`src/rtl/sio_cfg_pkg.sv`:
```
package sio_cfg_pkg;

  localparam int unsigned BYTE_W = 8;

  localparam logic [7:0] IDX_DEVID = 8'hE0;
  localparam logic [7:0] IDX_FSEL  = 8'hE2;
  localparam logic [7:0] IDX_FDC   = 8'hE3;
  localparam logic [7:0] IDX_PAR   = 8'hE6;
  localparam logic [7:0] IDX_SER0  = 8'hE7;

  typedef enum logic [1:0] {
    ACC_NONE  = 2'd0,
    ACC_INDEX = 2'd1,
    ACC_DATA  = 2'd2
  } acc_kind_e;

  // register address of serial port n base
  function automatic logic [7:0] ser_idx(input int unsigned n);
    return IDX_SER0 + 8'(n);
  endfunction

  function automatic logic [7:0] reg_reset_val(input int unsigned idx);
    logic [7:0] v;
    case (idx)
      32'hE0:  v = 8'h3C;
      32'hE2:  v = 8'h0F;
      32'hE3:  v = 8'hFC;
      32'hE6:  v = 8'hDE;
      32'hE7:  v = 8'hFE;
      32'hE8:  v = 8'hBE;
      default: v = 8'h00;
    endcase
    return v;
  endfunction

  function automatic logic reg_is_ro(input int unsigned idx);
    return idx == 32'(IDX_DEVID);
  endfunction

endpackage

```
`src/rtl/sio_port_decode.sv`:
```
module sio_port_decode
  import sio_cfg_pkg::*;
#(
  parameter int unsigned ADDR_W    = 16,
  parameter logic [ADDR_W-1:0] BASE_ADDR = 16'h03F0
) (
  input  logic              port_en,
  input  logic [ADDR_W-1:0] io_addr,
  input  logic              io_wr,
  input  logic              io_rd,
  output acc_kind_e         acc_kind,
  output logic              acc_wr,
  output logic              acc_rd
);

  logic hit;

  always_comb begin
    hit = port_en && (io_addr[ADDR_W-1:1] == BASE_ADDR[ADDR_W-1:1]);
    if (!hit)
      acc_kind = ACC_NONE;
    else if (io_addr[0])
      acc_kind = ACC_DATA;
    else
      acc_kind = ACC_INDEX;
    acc_wr = hit && io_wr;
    acc_rd = hit && io_rd;
  end

endmodule

```
`src/rtl/sio_reg_bank.sv`:
```
module sio_reg_bank
  import sio_cfg_pkg::*;
#(
  parameter int unsigned NUM_REGS = 256,
  localparam int unsigned IDX_W   = $clog2(NUM_REGS)
) (
  input  logic                       clk,
  input  logic                       rst_n,
  input  logic                       wr_en,
  input  logic [IDX_W-1:0]           wr_idx,
  input  logic [BYTE_W-1:0]          wr_data,
  output logic [NUM_REGS*BYTE_W-1:0] regs_flat
);

  for (genvar i = 0; i < NUM_REGS; i++) begin : g_reg
    if (reg_is_ro(i)) begin : g_ro
      assign regs_flat[i*BYTE_W +: BYTE_W] = reg_reset_val(i);
    end else begin : g_rw
      logic [BYTE_W-1:0] q;
      logic [BYTE_W-1:0] d;
      logic              ce;

      always_comb begin
        ce = wr_en && (wr_idx == IDX_W'(i));
        d  = wr_data;
      end

      always_ff @(posedge clk or negedge rst_n) begin
        if (!rst_n)
          q <= reg_reset_val(i);
        else if (ce)
          q <= d;
      end

      assign regs_flat[i*BYTE_W +: BYTE_W] = q;
    end
  end

endmodule

```
`src/rtl/sio_func_map.sv`:
```
module sio_func_map
  import sio_cfg_pkg::*;
#(
  parameter int unsigned NUM_SER = 2,
  localparam int unsigned BASE_W = BYTE_W + 2
) (
  input  logic [BYTE_W-1:0]         fsel,
  input  logic [BYTE_W-1:0]         fdc_byte,
  input  logic [BYTE_W-1:0]         par_byte,
  input  logic [NUM_SER*BYTE_W-1:0] ser_bytes,
  output logic                      par_en,
  output logic [NUM_SER-1:0]        ser_en,
  output logic                      fdc_en,
  output logic [BASE_W-1:0]         par_base,
  output logic [BASE_W-1:0]         fdc_base,
  output logic [NUM_SER*BASE_W-1:0] ser_base
);

  always_comb begin
    par_en   = (fsel[1:0] != 2'b11);
    fdc_en   = fsel[4];
    par_base = {par_byte, 2'b00};
    fdc_base = {fdc_byte, 2'b00};
  end

  for (genvar n = 0; n < NUM_SER; n++) begin : g_ser
    assign ser_en[n] = fsel[n+2];
    assign ser_base[n*BASE_W +: BASE_W] = {ser_bytes[n*BYTE_W +: BYTE_W], 2'b00};
  end

endmodule

```
`src/rtl/sio_cfg_port.sv`:
```
module sio_cfg_port
  import sio_cfg_pkg::*;
#(
  parameter int unsigned ADDR_W    = 16,
  parameter logic [ADDR_W-1:0] BASE_ADDR = 16'h03F0,
  parameter int unsigned NUM_SER   = 2,
  parameter int unsigned NUM_REGS  = 256,
  localparam int unsigned IDX_W    = $clog2(NUM_REGS),
  localparam int unsigned BASE_W   = BYTE_W + 2
) (
  input  logic                      clk,
  input  logic                      rst_n,
  input  logic                      port_en,
  input  logic [ADDR_W-1:0]         io_addr,
  input  logic                      io_wr,
  input  logic                      io_rd,
  input  logic [BYTE_W-1:0]         io_wdata,
  output logic                      rd_valid,
  output logic [BYTE_W-1:0]         rd_data,
  output logic                      par_en,
  output logic [NUM_SER-1:0]        ser_en,
  output logic                      fdc_en,
  output logic [BASE_W-1:0]         par_base,
  output logic [BASE_W-1:0]         fdc_base,
  output logic [NUM_SER*BASE_W-1:0] ser_base
);

  // reset: asserted asynchronously, released after two clock edges
  logic [1:0] rst_pipe_q;
  logic       rst_sync_n;

  always_ff @(posedge clk or negedge rst_n) begin
    if (!rst_n)
      rst_pipe_q <= 2'b00;
    else
      rst_pipe_q <= {rst_pipe_q[0], 1'b1};
  end
  assign rst_sync_n = rst_pipe_q[1];

  acc_kind_e acc_kind;
  logic      acc_wr;
  logic      acc_rd;

  sio_port_decode #(
    .ADDR_W    (ADDR_W),
    .BASE_ADDR (BASE_ADDR)
  ) u_dec (
    .port_en  (port_en),
    .io_addr  (io_addr),
    .io_wr    (io_wr),
    .io_rd    (io_rd),
    .acc_kind (acc_kind),
    .acc_wr   (acc_wr),
    .acc_rd   (acc_rd)
  );

  logic [NUM_REGS*BYTE_W-1:0] regs_flat;
  logic [IDX_W-1:0]           idx_q;
  logic [IDX_W-1:0]           wr_idx;
  logic [BYTE_W-1:0]          sel_byte;

  assign idx_q = regs_flat[IDX_W-1:0];

  always_comb begin
    wr_idx   = (acc_kind == ACC_INDEX) ? '0 : idx_q;
    sel_byte = regs_flat[{idx_q, 3'b000} +: BYTE_W];
  end

  sio_reg_bank #(
    .NUM_REGS (NUM_REGS)
  ) u_bank (
    .clk       (clk),
    .rst_n     (rst_sync_n),
    .wr_en     (acc_wr),
    .wr_idx    (wr_idx),
    .wr_data   (io_wdata),
    .regs_flat (regs_flat)
  );

  // read response path
  logic              rd_valid_d;
  logic [BYTE_W-1:0] rd_data_d;
  logic              rd_data_ce;

  always_comb begin
    rd_valid_d = acc_rd;
    rd_data_ce = acc_rd;
    if (acc_kind == ACC_INDEX)
      rd_data_d = BYTE_W'(idx_q);
    else if (idx_q == '0)
      rd_data_d = '0;
    else
      rd_data_d = sel_byte;
  end

  always_ff @(posedge clk or negedge rst_sync_n) begin
    if (!rst_sync_n) begin
      rd_valid <= 1'b0;
      rd_data  <= '0;
    end else begin
      rd_valid <= rd_valid_d;
      if (rd_data_ce)
        rd_data <= rd_data_d;
    end
  end

  // peripheral controls
  logic [NUM_SER*BYTE_W-1:0] ser_bytes;

  for (genvar n = 0; n < NUM_SER; n++) begin : g_ser_pick
    assign ser_bytes[n*BYTE_W +: BYTE_W] = regs_flat[ser_idx(n)*BYTE_W +: BYTE_W];
  end

  sio_func_map #(
    .NUM_SER (NUM_SER)
  ) u_map (
    .fsel      (regs_flat[IDX_FSEL*BYTE_W +: BYTE_W]),
    .fdc_byte  (regs_flat[IDX_FDC*BYTE_W +: BYTE_W]),
    .par_byte  (regs_flat[IDX_PAR*BYTE_W +: BYTE_W]),
    .ser_bytes (ser_bytes),
    .par_en    (par_en),
    .ser_en    (ser_en),
    .fdc_en    (fdc_en),
    .par_base  (par_base),
    .fdc_base  (fdc_base),
    .ser_base  (ser_base)
  );

endmodule

```
`config.mk`:
```
export PLATFORM = sky130hd
export DESIGN_NAME = sio_cfg_port
export DESIGN_NICKNAME = d
export VERILOG_FILES = /design/src/rtl/sio_cfg_pkg.sv /design/src/rtl/sio_port_decode.sv /design/src/rtl/sio_reg_bank.sv /design/src/rtl/sio_func_map.sv /design/src/rtl/sio_cfg_port.sv
export SDC_FILE = /design/constraint.sdc
export NUM_CORES = 2
export LEC_CHECK = 0
export BUFFER_PORTS_ARGS = -buffer_cell sky130_fd_sc_hd__buf_4
export CORE_MARGIN = 5
export CORE_UTILIZATION = 64
export CTS_CLUSTER_DIAMETER = 120
export DETAILED_ROUTE_END_ITERATION = 8
export PLACE_DENSITY_LB_ADDON = 0.12
export REMOVE_ABC_BUFFERS = 1
export SLEW_MARGIN = 20
export SYNTH_ARGS = -nofsm -noshare
export SYNTH_HDL_FRONTEND = slang
export SYNTH_SLANG_ARGS = --single-unit
```
`constraint.sdc`:
```
create_clock -name clk -period 81.2 [get_ports clk]
set_input_delay 8.12 -clock clk [delete_from_list [all_inputs] [get_ports clk]]
set_output_delay 8.12 -clock clk [all_outputs]
set_load 0.1 [all_outputs]
```
Word level (Yosys, flattened, before mapping)
Index checks and enable logic that the tools add are counted.
Cells by class
  equal/unequal tests: 257
  shifts and indexed selects: 1
  muxes and demuxes: 5
  reductions and logical operators: 260
Operators with widths (number)
  $shiftx 2048x12->8: 1
  $eq 8x8->1 const B: 127
  $eq 8x7->1 const B: 64
  $logic_and 1x1->1: 258
  $eq 8x6->1 const B: 32
  $eq 8x5->1 const B: 16
  $eq 8x4->1 const B: 8
  $eq 8x3->1 const B: 4
  $mux 8: 3
  $eq 8x2->1 const B: 2
  $logic_not 8->1: 2
  $eq 15x9->1 const B: 1
  $eq 8x1->1 const B: 1
  $mux 2: 2
  $eq 2x1->1 const B: 1
  $ne 2x2->1 const B: 1
Storage, ports and cells
  flip-flop bits (word level): 2051
  input port bits: 29
  output and inout bits: 53
  logic and storage cells: 781

Logic depth before layout (Yosys ltp)
  depth after elaboration: 7
  mapped depth: 13
  mapped depth without buffers: 8

Modules after synthesis
From an unflattened synthesis, not the netlist that was laid out.
Second synthesis, totals
  cell total of the unflattened synthesis: 6072
  area total of the unflattened synthesis: 96422.5 um^2
By module, submodules not included
  sio_reg_bank: times used 1, cells an instance 4725, area an instance 78834.4 um^2, sequential area each 51085.2 um^2
  sio_cfg_port: times used 1, cells an instance 1293, area an instance 17164.0 um^2, sequential area each 275.3 um^2
  sio_func_map: times used 1, cells an instance 45, area an instance 330.3 um^2, sequential area each 0.0 um^2
  sio_port_decode: times used 1, cells an instance 9, area an instance 93.8 um^2, sequential area each 0.0 um^2

Worst setup path after synthesis
Ideal clock, no wire load.
  path kind: in2reg
  start point: in io_addr[12]
  end point: reg u_bank.g_reg[83].g_rw.q[0]
  setup time: 125 ps
  arrival time: 10106 ps
  data required time: 81075 ps
  setup slack: 70969 ps
  cell stages on the path: 9
  buffers on the path: 2
  cell sequence: nor4b_4 -> nand4_4 -> nor2_4 -> and3_1 -> buf_2 -> nand2_2 -> buf_4 -> nor2_4 -> mux2_2
Between the ends
  cells in the longest elaborated chain, start to end: 7
  elaborated cells on any way between the ends: 8
  classes of those cells: eq/ne (3); mux (2); reduce/logical (3)
RTL lines
  from (decl): line sio_cfg_port.sv:14  | input logic [ADDR_W-1:0] io_addr,
  $eq 15x9->1 *: line sio_port_decode.sv:19  | hit = port_en && (io_addr[ADDR_W-1:1] == BASE_ADDR[ADDR_W-1:1]);
  $logic_and 1x1->1 *: line sio_port_decode.sv:19
  $mux 2: line sio_port_decode.sv:20  | if (!hit)
  $eq 2x1->1: line sio_cfg_port.sv:65  | wr_idx = (acc_kind == ACC_INDEX) ? '0 : idx_q;
  $mux 8: line sio_cfg_port.sv:65
  $eq 8x7->1: line sio_reg_bank.sv:24  | ce = wr_en && (wr_idx == IDX_W'(i));
  $logic_and 1x1->1 *: line sio_reg_bank.sv:24
  to (signal assigned): line sio_reg_bank.sv:30  | q <= reg_reset_val(i);
  to (decl): line sio_reg_bank.sv:19  | logic [BYTE_W-1:0] q;
Every way passes the cells marked *; elsewhere a longest branch is shown, timed or not.
A chain may end at the register's enable or synchronous reset.

Worst setup path after layout
  start point: in io_addr[12]
  end point: reg u_bank.g_reg[114].g_rw.q[2]
Between the ends
  cells in the longest elaborated chain, start to end: 7
  elaborated cells on any way between the ends: 8
  classes of those cells: eq/ne (3); mux (2); reduce/logical (3)
RTL lines (line)
  $eq 15x9->1 *: sio_port_decode.sv:19
  $logic_and 1x1->1 *: sio_port_decode.sv:19
  $mux 2: sio_port_decode.sv:20
  $eq 2x1->1: sio_cfg_port.sv:65
  $mux 8: sio_cfg_port.sv:65
  $eq 8x7->1: sio_reg_bank.sv:24
  $logic_and 1x1->1 *: sio_reg_bank.sv:24
  to (signal assigned): sio_reg_bank.sv:30
  to (decl): sio_reg_bank.sv:19
Marks and branches as above.

==> results.md <==
* Reg power frac at 0.498
* First-pass GRT wire length at 384600 microns
* CTS Root Cell: clkbuf_16
* Syn Std Cell Area at 0.09464 sq mm
* Worst Setup End Kind: flop
* Net Sw Frac at 0.2154
* Syn. warnings at 0
* Maximum vdd drop at 0.01874 mV
* Maxcap violations at 0
* Worst setup SP type: input pin
* Die Wd at 394.6 microns
* CORE AREA at 0.1473 sq mm
* Slowest Stage Delay on Critical Path at 1070 ps
* Vias in the first global route at 57.70k
* Worst-Margin Slew at 1213 ps
* Fin nets at 5953
* Initial antenna violation count at 8
* Power per cell area at 19.83 mW/mm^2
* CTS tree: done
* Worst relative slew slack at 0.1906
* Crit path cell chain: buf_4, nor4b_4, nand4_4, nor2_4, nand3b_1, nor2_2, buf_4, nand2_1, mux2_2
* Synth Flop Type: dfrtp_1
* Drt initial violations at 4712
* Internal power at 1.611 mW
* Leakage power at 48.78 nW
* Endpoints failing setup at 0
* Largest net degree at the start of global routing at 174
* Ranking of synthesized cells by area: dfrtp_1 53%, mux2_2 24%, mux4_2 12%
* Final Cycle Share at 0.1392
* Share of cells above drive strength 1 at 0.5348
* Critical Path RT at 81890 ps
* Drt total wl at 252500 microns
* Worst path bufs/invs at 2
* HP Class: reg2async
* Row Count at 141
* Synth top area share at 0.5346
* Slew Limit Fails at 0
* CTS clk-pin slew, worst paths at 60 ps
* Tmin final at 11300 ps
* Multi-input logic area at 0.04092 sq mm
* Drt pass-1 iters at 6
* IO Pins at 82
* WP data arrival at 11990 ps
* Yosys cell types at 73
* Net load switching power at 442.3 uW
* Area grow syn2layout at 9.408%
* Inserted Clock Buffers at 204
* Total power at 2.054 mW
* Slowest CP cell: nor2_2
* Die footprint at 0.1557 sq mm
* Logic pwr share at 0.021
* Number of port buffers at 73
* Vias at 54.73k
* Crit Path Category: in2reg
* Post_cts resized at 0
* Status: complete, no violations
* Die Y-Extent at 394.6 microns
* Gr usage total at 0.3290
* GP Congestion at 0.8601
* ANT nets after route at 0
* Register area at 0.05138 sq mm
* Synthesized flop and latch total at 2051
* Worst path most repeated cell: buf_4
* Residual DRC at 0
* Top delay family on crit path: simple AND/OR/NAND/NOR gates
* Hpwl dp at 156000 microns
* Mapped Avg Cell Area at 15.74 sq um
* Clock share of power at 0.481
* Grt ovf at 0
* Initial Util at 0.6425
* H-tree levels at 4
* EDFF count, synth at 0
* Cells after synthesis at 6012
* Final Hold Viols at 0
* Clock latency on the worst-skew pair at 820 ps
* Clk sinks at 2051
* Setup repair bufs after CTS at 0
* Sequential area share after synthesis at 0.5427
* Final clock skew at 29.30 ps
* Hold buffers post-CTS at 0
* CTS max path bufs at 3
* Setup TNS at 0 ps
* Synth async-reset ratio at 1.000
* Fill count at 9673
* Yosys top cell by area: dfrtp_1
* CP max FO at 10
* Fmax at 88.49 MHz
* Drt wl/cell at 31.44 microns
* Avg Vias per Cell at 6.813
* RSZ-0062 raised after global routing: false
-- cell usage after synthesis (21+ instances only) --
master    number
buf_4         80
nor2_4        52
clkbuf_1     295
a221oi_1      21
o21ai_0       34
mux4_2       514
nand2_1      158
dfrtp_1     2022
buf_6         26
a22oi_1       57
nor2_1        64
a21oi_1       55
nor2_2        82
mux2_2      1984
mux2_1        85
buf_2         71
dfstp_2       29
mux2i_1      111
-- path summary, 6_finish.rpt --
check	start	end	slack, ps	cells past startpoint
max	io_addr[12]	u_bank.g_reg[114].g_rw.q[2]	69900	9
min	rst_pipe_q[1]	u_bank.g_reg[55].g_rw.q[6]	350	0
max reg2reg	u_bank.g_reg[0].g_rw.q[1]	rd_data[1]	75480	10
min reg2reg	rst_pipe_q[1]	u_bank.g_reg[55].g_rw.q[6]	350	0
max in group asynchronous	rst_n	rst_pipe_q[1]	74010	1
min in group clk	rst_pipe_q[0]	rst_pipe_q[1]	360	0
-- power groups by stage --
stage | logic (mW) | clock network [mW] | registers (mW)
3_3_place_gp | 0.0436 | 0 | 1.04
5_1_grt | 0.0492 | 1.05 | 1.02
2_1_floorplan | 0.00319 | 0 | 1.06
4_1_cts | 0.0447 | 0.998 | 1.02
3_5_place_dp | 0.0444 | 0 | 1.04
6_report | 0.0441 | 0.987 | 1.02
-- cells by family (layout without fill, tap and decap cells) --
kind of cell	after synthesis	in the layout	share of synthesized area
AO/OA/AOI/OAI	279	279	0.02068
buffers and inverters	502	582	0.02620
flip-flops	2051	2051	0.5427
multiplexers	2694	2694	0.3802
other	2	12	0.00007935
AND/OR/NAND/NOR	484	484	0.03014
-- cell type report --
class | count | area share
tap | 1930 | 0.02332
clock inverter | 60 | 0.006537
timing repair buffer | 189 | 0.01584
antenna | 3 | 0.00007250
inverter | 12 | 0.0004350
multi-input combinational | 3466 | 0.3952
clock buffer | 321 | 0.06236
sequential | 2051 | 0.4962
-- per-layer routing --
layer	vias up	track usage	part of all wire
met5	-	0	0.000044
met4	2	0.1194	0.041
met3	524	0.08220	0.081
met2	1980	0.4962	0.46
met1	29920	0.4729	0.41
li1	22300	-	-
-- layout by cell type (no fill, tap or decap), types with 57 or more instances in the layout --
master / synthesis / routed
buf_4: 80 / 165
mux2i_1: 111 / 111
nand2_1: 158 / 157
mux4_2: 514 / 514
mux2_2: 1984 / 1984
nor2_2: 82 / 88
clkbuf_16: 0 / 214
mux2_1: 85 / 85
clkbuf_8: 0 / 78
a22oi_1: 57 / 57
dfrtp_1: 2022 / 2015
-- worst register-to-register path, stage by stage (launching register included) --
cell,delay [ps]
dfrtp_4,940
buf_4,870
buf_4,700
buf_4,730
mux4_2,480
mux2_2,330
o221ai_1,300
a31oi_1,160
nor3_1,650
a311o_1,320
o211ai_1,130
-- sequential cells by signal, summed over array words and instances, names as in the netlist --
| signal | flops |
|---|---|
| rst_pipe_q | 2 |
| u_bank.g.g_rw.q | 2040 |
| rd_valid | 1 |
| rd_data | 8 |
-- per-stage QoR --
stage / cell area [sq um] / std cells / setup WS [ps] / hold WS (ps) / utilization
finish: 103500 / 8032 / 69900 / 351.5 / 0.7029
global route: 103500 / 8029 / 69990 / 377.6 / 0.7029
CTS: 103500 / 8027 / 70080 / 355.5 / 0.7023
detailed placement: 96330 / 7646 / 69220 / 342.8 / 0.6539
global placement: 96330 / 7646 / 69270 / 337.7 / 0.6539
floorplan: 92230 / 5529 / 19840 / 331.2 / -
Power figures use the tool's default switching activity.
